$ cat config.mk
export PLATFORM = sky130hd
export DESIGN_NAME = fswd_guard
export DESIGN_NICKNAME = d
export VERILOG_FILES = /design/src/rtl/fswd_pkg.sv /design/src/rtl/fswd_regs.sv /design/src/rtl/fswd_countdown.sv /design/src/rtl/fswd_pulse.sv /design/src/rtl/fswd_guard.sv
export SDC_FILE = /design/constraint.sdc
export NUM_CORES = 1
export LEC_CHECK = 0
export ABC_AREA = 1
export CAP_MARGIN = 10
export CORE_UTILIZATION = 33
export DETAILED_ROUTE_END_ITERATION = 12
export PLACE_DENSITY = 0.65
export SKIP_CTS_REPAIR_TIMING = 1
export SYNTH_ARGS = -nofsm -noshare
export SYNTH_HDL_FRONTEND = slang
export SYNTH_HIERARCHICAL = 1
export SYNTH_SLANG_ARGS = --single-unit
$ cat constraint.sdc
create_clock -name clk -period 5.3 [get_ports clk]
set_clock_uncertainty 0.2 [all_clocks]
set_input_delay 1.06 -clock clk [delete_from_list [all_inputs] [get_ports clk]]
set_output_delay 1.06 -clock clk [all_outputs]
set_load 0.02 [all_outputs]
$ cat src/rtl/fswd_pkg.sv
package fswd_pkg;

    localparam int LIMIT_W     = 5;
    localparam int REG_W       = LIMIT_W + 5;
    localparam int BIT_COARSE  = LIMIT_W;
    localparam int BIT_ARM     = LIMIT_W + 1;
    localparam int BIT_RST_EXP = LIMIT_W + 2;
    localparam int BIT_RST_CHG = LIMIT_W + 3;
    localparam int BIT_FLAG    = LIMIT_W + 4;

    typedef enum logic [1:0] {
        WD_IDLE    = 2'd0,
        WD_COUNT   = 2'd1,
        WD_RECOVER = 2'd2
    } wd_state_e;

    typedef struct packed {
        logic               rst_on_change;
        logic               rst_on_expire;
        logic               arm;
        logic               coarse;
        logic [LIMIT_W-1:0] limit;
    } wd_cfg_t;

    function automatic wd_cfg_t cfg_from_word(input logic [REG_W-1:0] w);
        return wd_cfg_t'(w[REG_W-2:0]);
    endfunction

endpackage

$ cat src/rtl/fswd_regs.sv
module fswd_regs
    import fswd_pkg::*;
(
    input  logic             clk,
    input  logic             rst,
    input  logic             wr,
    input  logic [REG_W-1:0] wdata,
    input  logic             expire_evt,
    output wd_cfg_t          cfg_q,
    output logic             arm_eff,
    output logic [REG_W-1:0] rdata
);

    wd_cfg_t cfg_w;
    logic    flag_q;

    assign cfg_w   = cfg_from_word(wdata);
    assign arm_eff = wr ? cfg_w.arm : cfg_q.arm;
    assign rdata   = {flag_q, cfg_q};

    always_ff @(posedge clk) begin
        if (rst) begin
            cfg_q.limit         <= '1;
            cfg_q.coarse        <= 1'b0;
            cfg_q.arm           <= 1'b0;
            cfg_q.rst_on_expire <= 1'b0;
            cfg_q.rst_on_change <= 1'b0;
        end else if (wr) begin
            cfg_q <= cfg_w;
        end
    end

    always_ff @(posedge clk) begin
        if (rst) begin
            flag_q <= 1'b0;
        end else if (expire_evt) begin
            flag_q <= 1'b1;
        end else if (wr && wdata[BIT_FLAG]) begin
            flag_q <= 1'b0;
        end
    end

endmodule

$ cat src/rtl/fswd_countdown.sv
module fswd_countdown
    import fswd_pkg::*;
(
    input  logic               clk,
    input  logic               rst,
    input  logic               arm_eff,
    input  logic [LIMIT_W-1:0] limit,
    input  logic               tick_sel,
    input  logic               chg_ok,
    output logic               locked,
    output logic               expire_evt
);

    wd_state_e          state_q;
    logic [LIMIT_W-1:0] cnt_q;

    assign locked     = (state_q == WD_RECOVER);
    assign expire_evt = arm_eff && (state_q == WD_COUNT) && !chg_ok
                        && tick_sel && (cnt_q == '0);

    always_ff @(posedge clk) begin
        if (rst) begin
            state_q <= WD_IDLE;
            cnt_q   <= '0;
        end else if (!arm_eff) begin
            state_q <= WD_IDLE;
            cnt_q   <= limit;
        end else begin
            unique case (state_q)
                WD_IDLE: begin
                    if (chg_ok) begin
                        state_q <= WD_COUNT;
                        cnt_q   <= limit;
                    end
                end
                WD_COUNT: begin
                    if (chg_ok) begin
                        cnt_q <= limit;
                    end else if (tick_sel) begin
                        if (cnt_q == '0) begin
                            state_q <= WD_RECOVER;
                        end else begin
                            cnt_q <= cnt_q - 1'b1;
                        end
                    end
                end
                WD_RECOVER: begin
                    state_q <= WD_RECOVER;
                end
                default: begin
                    state_q <= WD_IDLE;
                end
            endcase
        end
    end

endmodule

$ cat src/rtl/fswd_pulse.sv
module fswd_pulse #(
    parameter int PULSE_TICKS = 4
) (
    input  logic clk,
    input  logic rst,
    input  logic trigger,
    input  logic tick,
    output logic pulse_n
);

    localparam int PCW = $clog2(PULSE_TICKS + 1);

    logic [PCW-1:0] remain_q;

    assign pulse_n = (remain_q == '0);

    always_ff @(posedge clk) begin
        if (rst) begin
            remain_q <= '0;
        end else if (trigger) begin
            remain_q <= PCW'(PULSE_TICKS);
        end else if (tick && (remain_q != '0)) begin
            remain_q <= remain_q - 1'b1;
        end
    end

endmodule

$ cat src/rtl/fswd_guard.sv
module fswd_guard
    import fswd_pkg::*;
#(
    parameter int PULSE_TICKS = 4
) (
    input  logic             clk,
    input  logic             rst,
    input  logic             tick_fine,
    input  logic             tick_coarse,
    input  logic             freq_change_req,
    input  logic             ctl_wr,
    input  logic [REG_W-1:0] ctl_wdata,
    output logic [REG_W-1:0] ctl_rdata,
    output logic             freq_apply,
    output logic             recovery_active,
    output logic             freq_write_lock,
    output logic             sys_rst_n
);

    wd_cfg_t cfg_q;
    logic    arm_eff;
    logic    locked;
    logic    expire_evt;
    logic    tick_sel;
    logic    pulse_trig;

    assign tick_sel   = cfg_q.coarse ? tick_coarse : tick_fine;
    assign freq_apply = freq_change_req && !locked;
    assign pulse_trig = (expire_evt && cfg_q.rst_on_expire)
                        || (freq_apply && cfg_q.rst_on_change);

    assign recovery_active = locked;
    assign freq_write_lock = locked;

    fswd_regs u_regs (
        .clk        (clk),
        .rst        (rst),
        .wr         (ctl_wr),
        .wdata      (ctl_wdata),
        .expire_evt (expire_evt),
        .cfg_q      (cfg_q),
        .arm_eff    (arm_eff),
        .rdata      (ctl_rdata)
    );

    fswd_countdown u_count (
        .clk        (clk),
        .rst        (rst),
        .arm_eff    (arm_eff),
        .limit      (cfg_q.limit),
        .tick_sel   (tick_sel),
        .chg_ok     (freq_apply),
        .locked     (locked),
        .expire_evt (expire_evt)
    );

    fswd_pulse #(
        .PULSE_TICKS (PULSE_TICKS)
    ) u_pulse (
        .clk     (clk),
        .rst     (rst),
        .trigger (pulse_trig),
        .tick    (tick_fine),
        .pulse_n (sys_rst_n)
    );

endmodule

; ---- Yosys cells after proc, flatten, opt, wreduce, memory -nomap -nowiden
; Cells that the tools add are included.
[classes]
addsub = 2
eq_ne = 10
n_reduce_logical = 22
n_bitwise = 1
mux = 17
[op_table]
columns = cell, n
row1 = $mux 5, 5
row2 = $pmux 5 s2, 1
row3 = $logic_and 1x1->1, 9
row4 = $mux 2, 4
row5 = $ne 4x4->1 const B, 2
row6 = $reduce_and 4->1, 2
row7 = $mux 3, 2
row8 = $ne 2x2->1 const B, 3
row9 = $ne 3x3->1 const B, 2
row10 = $pmux 2 s3, 1
row11 = $logic_not 5->1, 1
row12 = $sub 5x1->5 const B, 1
row13 = $mux 1, 4
row14 = $reduce_bool 2->1, 2
row15 = $reduce_or 2->1, 2
row16 = $logic_not 3->1, 1
row17 = $reduce_bool 3->1, 1
row18 = $sub 3x1->3 const B, 1
row19 = $eq 2x1->1 const B, 1
row20 = $eq 2x2->1 const B, 1
row21 = $logic_not 1->1, 2
row22 = $logic_not 2->1, 1
row23 = $ne 2x1->1 const B, 1
row24 = $logic_or 1x1->1, 1
row25 = $not 1->1, 1
[totals]
word_cells = 62
input_bits = 16
out_inout_bits = 14
regBits = 20

; ---- Depth between registers and ports, before layout
[logic_depth]
depth_word = 10
depth_mapped = 15
depth_no_buf = 15

; ---- By module
; Netlist, hierarchy kept.
[modules_own_cells]
columns = module, area_per_inst_um2, cells_per_inst, seq_area_each_um2, instances
row1 = fswd_countdown, 543.0, 81, 140.1, 1
row2 = fswd_regs, 444.2, 55, 200.2, 1
row3 = fswd_pulse, 187.7, 26, 60.1, 1
row4 = fswd_guard, 43.8, 10, 0.0, 1

; ---- Worst setup path after synthesis
; OpenSTA, ideal clock, no wires.
[synth_timing]
kind = input to output
start = in freq_change_req
end = out freq_apply
t_arrival_ns = 1.550
path_buffers = 0
stages = 2
required_ns = 4.040
slack_ns = 2.490
path_cell_list = inv_1 -> nor2_1
[synth_via]
elab_chain_len = 1
[synth_lines]
columns = element, line
row1 = start: declaration, fswd_guard.sv:10  ; input logic freq_change_req,
row2 = $logic_and 1x1->1, fswd_guard.sv:28  ; assign freq_apply = freq_change_req && !locked;
row3 = end: declaration, fswd_guard.sv:14  ; output logic freq_apply,
; No other way between the ends.

; ---- Worst setup path in the final report
; Ends and elaborated chain as after synthesis.

==> results.json <==
{
  "status": "finished, final reports clean",
  "path_buf_inv": 3,
  "setup-violations-final": 0,
  "grt_util_all_layers_pct": 12.72,
  "cts.root.buffer_cell": "clkbuf_8",
  "stdcell_count": 239,
  "cp-end-kind": "output pin",
  "leakagePower_uw": 0.0007101,
  "cts_buffers": 3,
  "syn_to_final_growth_pct": 26.69,
  "critPathLaunchType": "input pin",
  "fmax_mhz": 263.0,
  "min_period_over_period_pct": 71.75,
  "num_rows": 21,
  "layout.nets": 217,
  "cts.clk_slew.worst_paths_ns": 0.08,
  "ios": 30,
  "clock_path_buffers": 2,
  "grt_max_degree": 13,
  "setup_tns_ns": 0,
  "tritoncts": "yes",
  "die_w_microns": 62.77,
  "worst_slew_pin_slew_ns": 0.4739,
  "finalHoldViolCount": 0,
  "die-area_sq_um": 3940,
  "pwr_density_cell_nw_per_um2": 279.2,
  "dp_worst_setup_slack_ns": 1.492,
  "ys.warnings.count": 6,
  "synth-seq-cells": 20,
  "grt_pass1_wl_mm": 4.036,
  "drt-pass1-iter-count": 4,
  "syn_area_per_cell_sq_um": 7.085,
  "hpwl_mm": 1.838,
  "fin_crit_ns": 3.803,
  "dpl.cell_count": 235,
  "grt-ovfl-total": 0,
  "yosysSeqAreaShare_pct": 32.85,
  "mostFrequentLayoutCells": "36 x nand2_1, 29 x clkdlybuf4s50_1, 23 x inv_1",
  "arrival_ns": 2.54,
  "finalMaxSlewViolations": 0,
  "viasPerCell": 4.289,
  "drv_cap": 0,
  "antenna_found_initial": 0,
  "finalWorstSetupSlack_ns": 1.497,
  "io_buffer_count": 29,
  "slowest_stage": "clkdlybuf4s50_1",
  "drtAntennaViolNets": 0,
  "r2r_slack_ns": 3.02,
  "crit_path_max_incr_delay_ns": 0.68,
  "fin_hold_ws_ns": 0.2670,
  "wl_mm": 2.312,
  "required_ns": 4.04,
  "synth_cells": 172,
  "maxSlewHeadroom_pct": 68.31,
  "cp_common_cell": "clkdlybuf4s50_1",
  "clock_latency_ns": 0.25,
  "drive_gt1_share_pct": 12.95,
  "htreeDepth": 1,
  "min_path_type": "reg -> reg",
  "drcViolationCount": 0,
  "critical_path_class": "in -> out",
  "gp_congestion": 0.7543,
  "drt-initial-drc-count": 52,
  "dieHeight_microns": 62.77,
  "first_global_vias": 967,
  "netlist_area_sq_um": 1219,
  "postSynthNetCount": 195,
  "initial_core_util_pct": 35.41,
  "vias": 1025,
  "crit_family": "buffers and inverters",
  "cp_max_fo": 4,
  "rsz0062_at_grt": "no",
  "ir_worst_vdd_mv": 0.1149,
  "detail_route.wl_per_cell_microns": 9.674,
  "diodes": 0,
  "final_common_cell": "nand2_1",
  "numClockSinks": 20,
  "core_area_sq_um": 3442,
  "ys_types": 25,
  "path_cells": "clkdlybuf4s50_1 -> inv_1 -> nor2_1 -> clkdlybuf4s50_1"
}
## Yosys cell counts
cell	count	area [sq um]
or2_1	1	6.260
or2_2	1	6.260
nand3_1	11	55.05
nor2_1	18	67.56
xnor2_1	1	8.760
inv_1	23	86.33
o21bai_1	1	7.510
inv_2	5	18.77
or2_0	1	6.260
nand3_2	1	10.01
nand3b_1	1	7.510
buf_6	1	11.26
nor2_4	3	33.78
dfxtp_1	20	400.4
nand2_1	36	135.1
nand4_1	3	18.77
o21ai_0	8	40.04
o21ai_2	1	8.760
o21ai_1	3	15.01
ha_1	7	87.58
buf_4	11	82.58
nand2_2	5	31.28
a21oi_2	3	26.28
nand2_4	2	22.52
a21oi_1	5	25.02
## state kept, by name (all words and copies together) (netlist names)
name	count
u_count/state_q	2
u_pulse/remain_q	3
u_regs/cfg_q	9
u_count/cnt_q	5
u_regs/flag_q	1
## power breakdown
group	switching (uW)	leakage, uW	internal (uW)
registers	9.66	0.000166	163
clock network	51.0	0.0000357	101
logic	57.2	0.000509	49.3
total	118	0.000710	313
## area by class of cell
type                            count  area, sq um
Clock inverter                      1        30.03
Tap cell                           46        57.56
Multi-Input combinational cell    112        619.3
Clock buffer                        3        41.29
Inverter                           28        105.1
Timing Repair Buffer               29        290.3
Fill cell                         352         1898
Sequential cell                    20        400.4
## per-layer routing
layer | up-vias | share of wire [%] | GRT usage [%]
li1 | 567 | - | -
met1 | 441 | 50 | 15.63
met2 | 17 | 47 | 22.01
met3 | 0 | 3.1 | 2.372
met4 | 0 | 0 | 4.360
met5 | - | 0 | 0
## per-stage QoR
step | utilization, % | total power, uW | area (sq um)
after floorplan | - | 250.9 | 1219
after global placement | 42.78 | 283.0 | 1473
after detailed placement | 42.78 | 283.5 | 1473
after CTS | 44.86 | 437.6 | 1544
after global routing | 44.86 | 458.8 | 1544
final | 44.86 | 431.1 | 1544
## worst min-delay path: stages (launching register included)
cell and delay [ns]:
dfxtp_1 0.32, nand2_1 0.06, a21oi_1 0.05
## cell families after synthesis
group	after synthesis	share of synthesized area, %
AND/OR/NAND/NOR	83	32.85
AO/OA/AOI/OAI	21	10.06
XOR/XNOR	1	0.7188
flip-flops	20	32.85
buffers and inverters	40	16.32
adder cells (fa/ha/maj)	7	7.187
## worst paths after layout
check	from	endpoint	cells past startpoint
hold / removal	u_count/cnt_q[4]	u_count/cnt_q[4]	2
setup reg to reg	u_count/state_q[0]	u_pulse/remain_q[0]	13
hold reg to reg	u_count/cnt_q[4]	u_count/cnt_q[4]	2
setup / recovery	freq_change_req	freq_apply	4
Note: power is estimated with default switching activity, not from simulation.
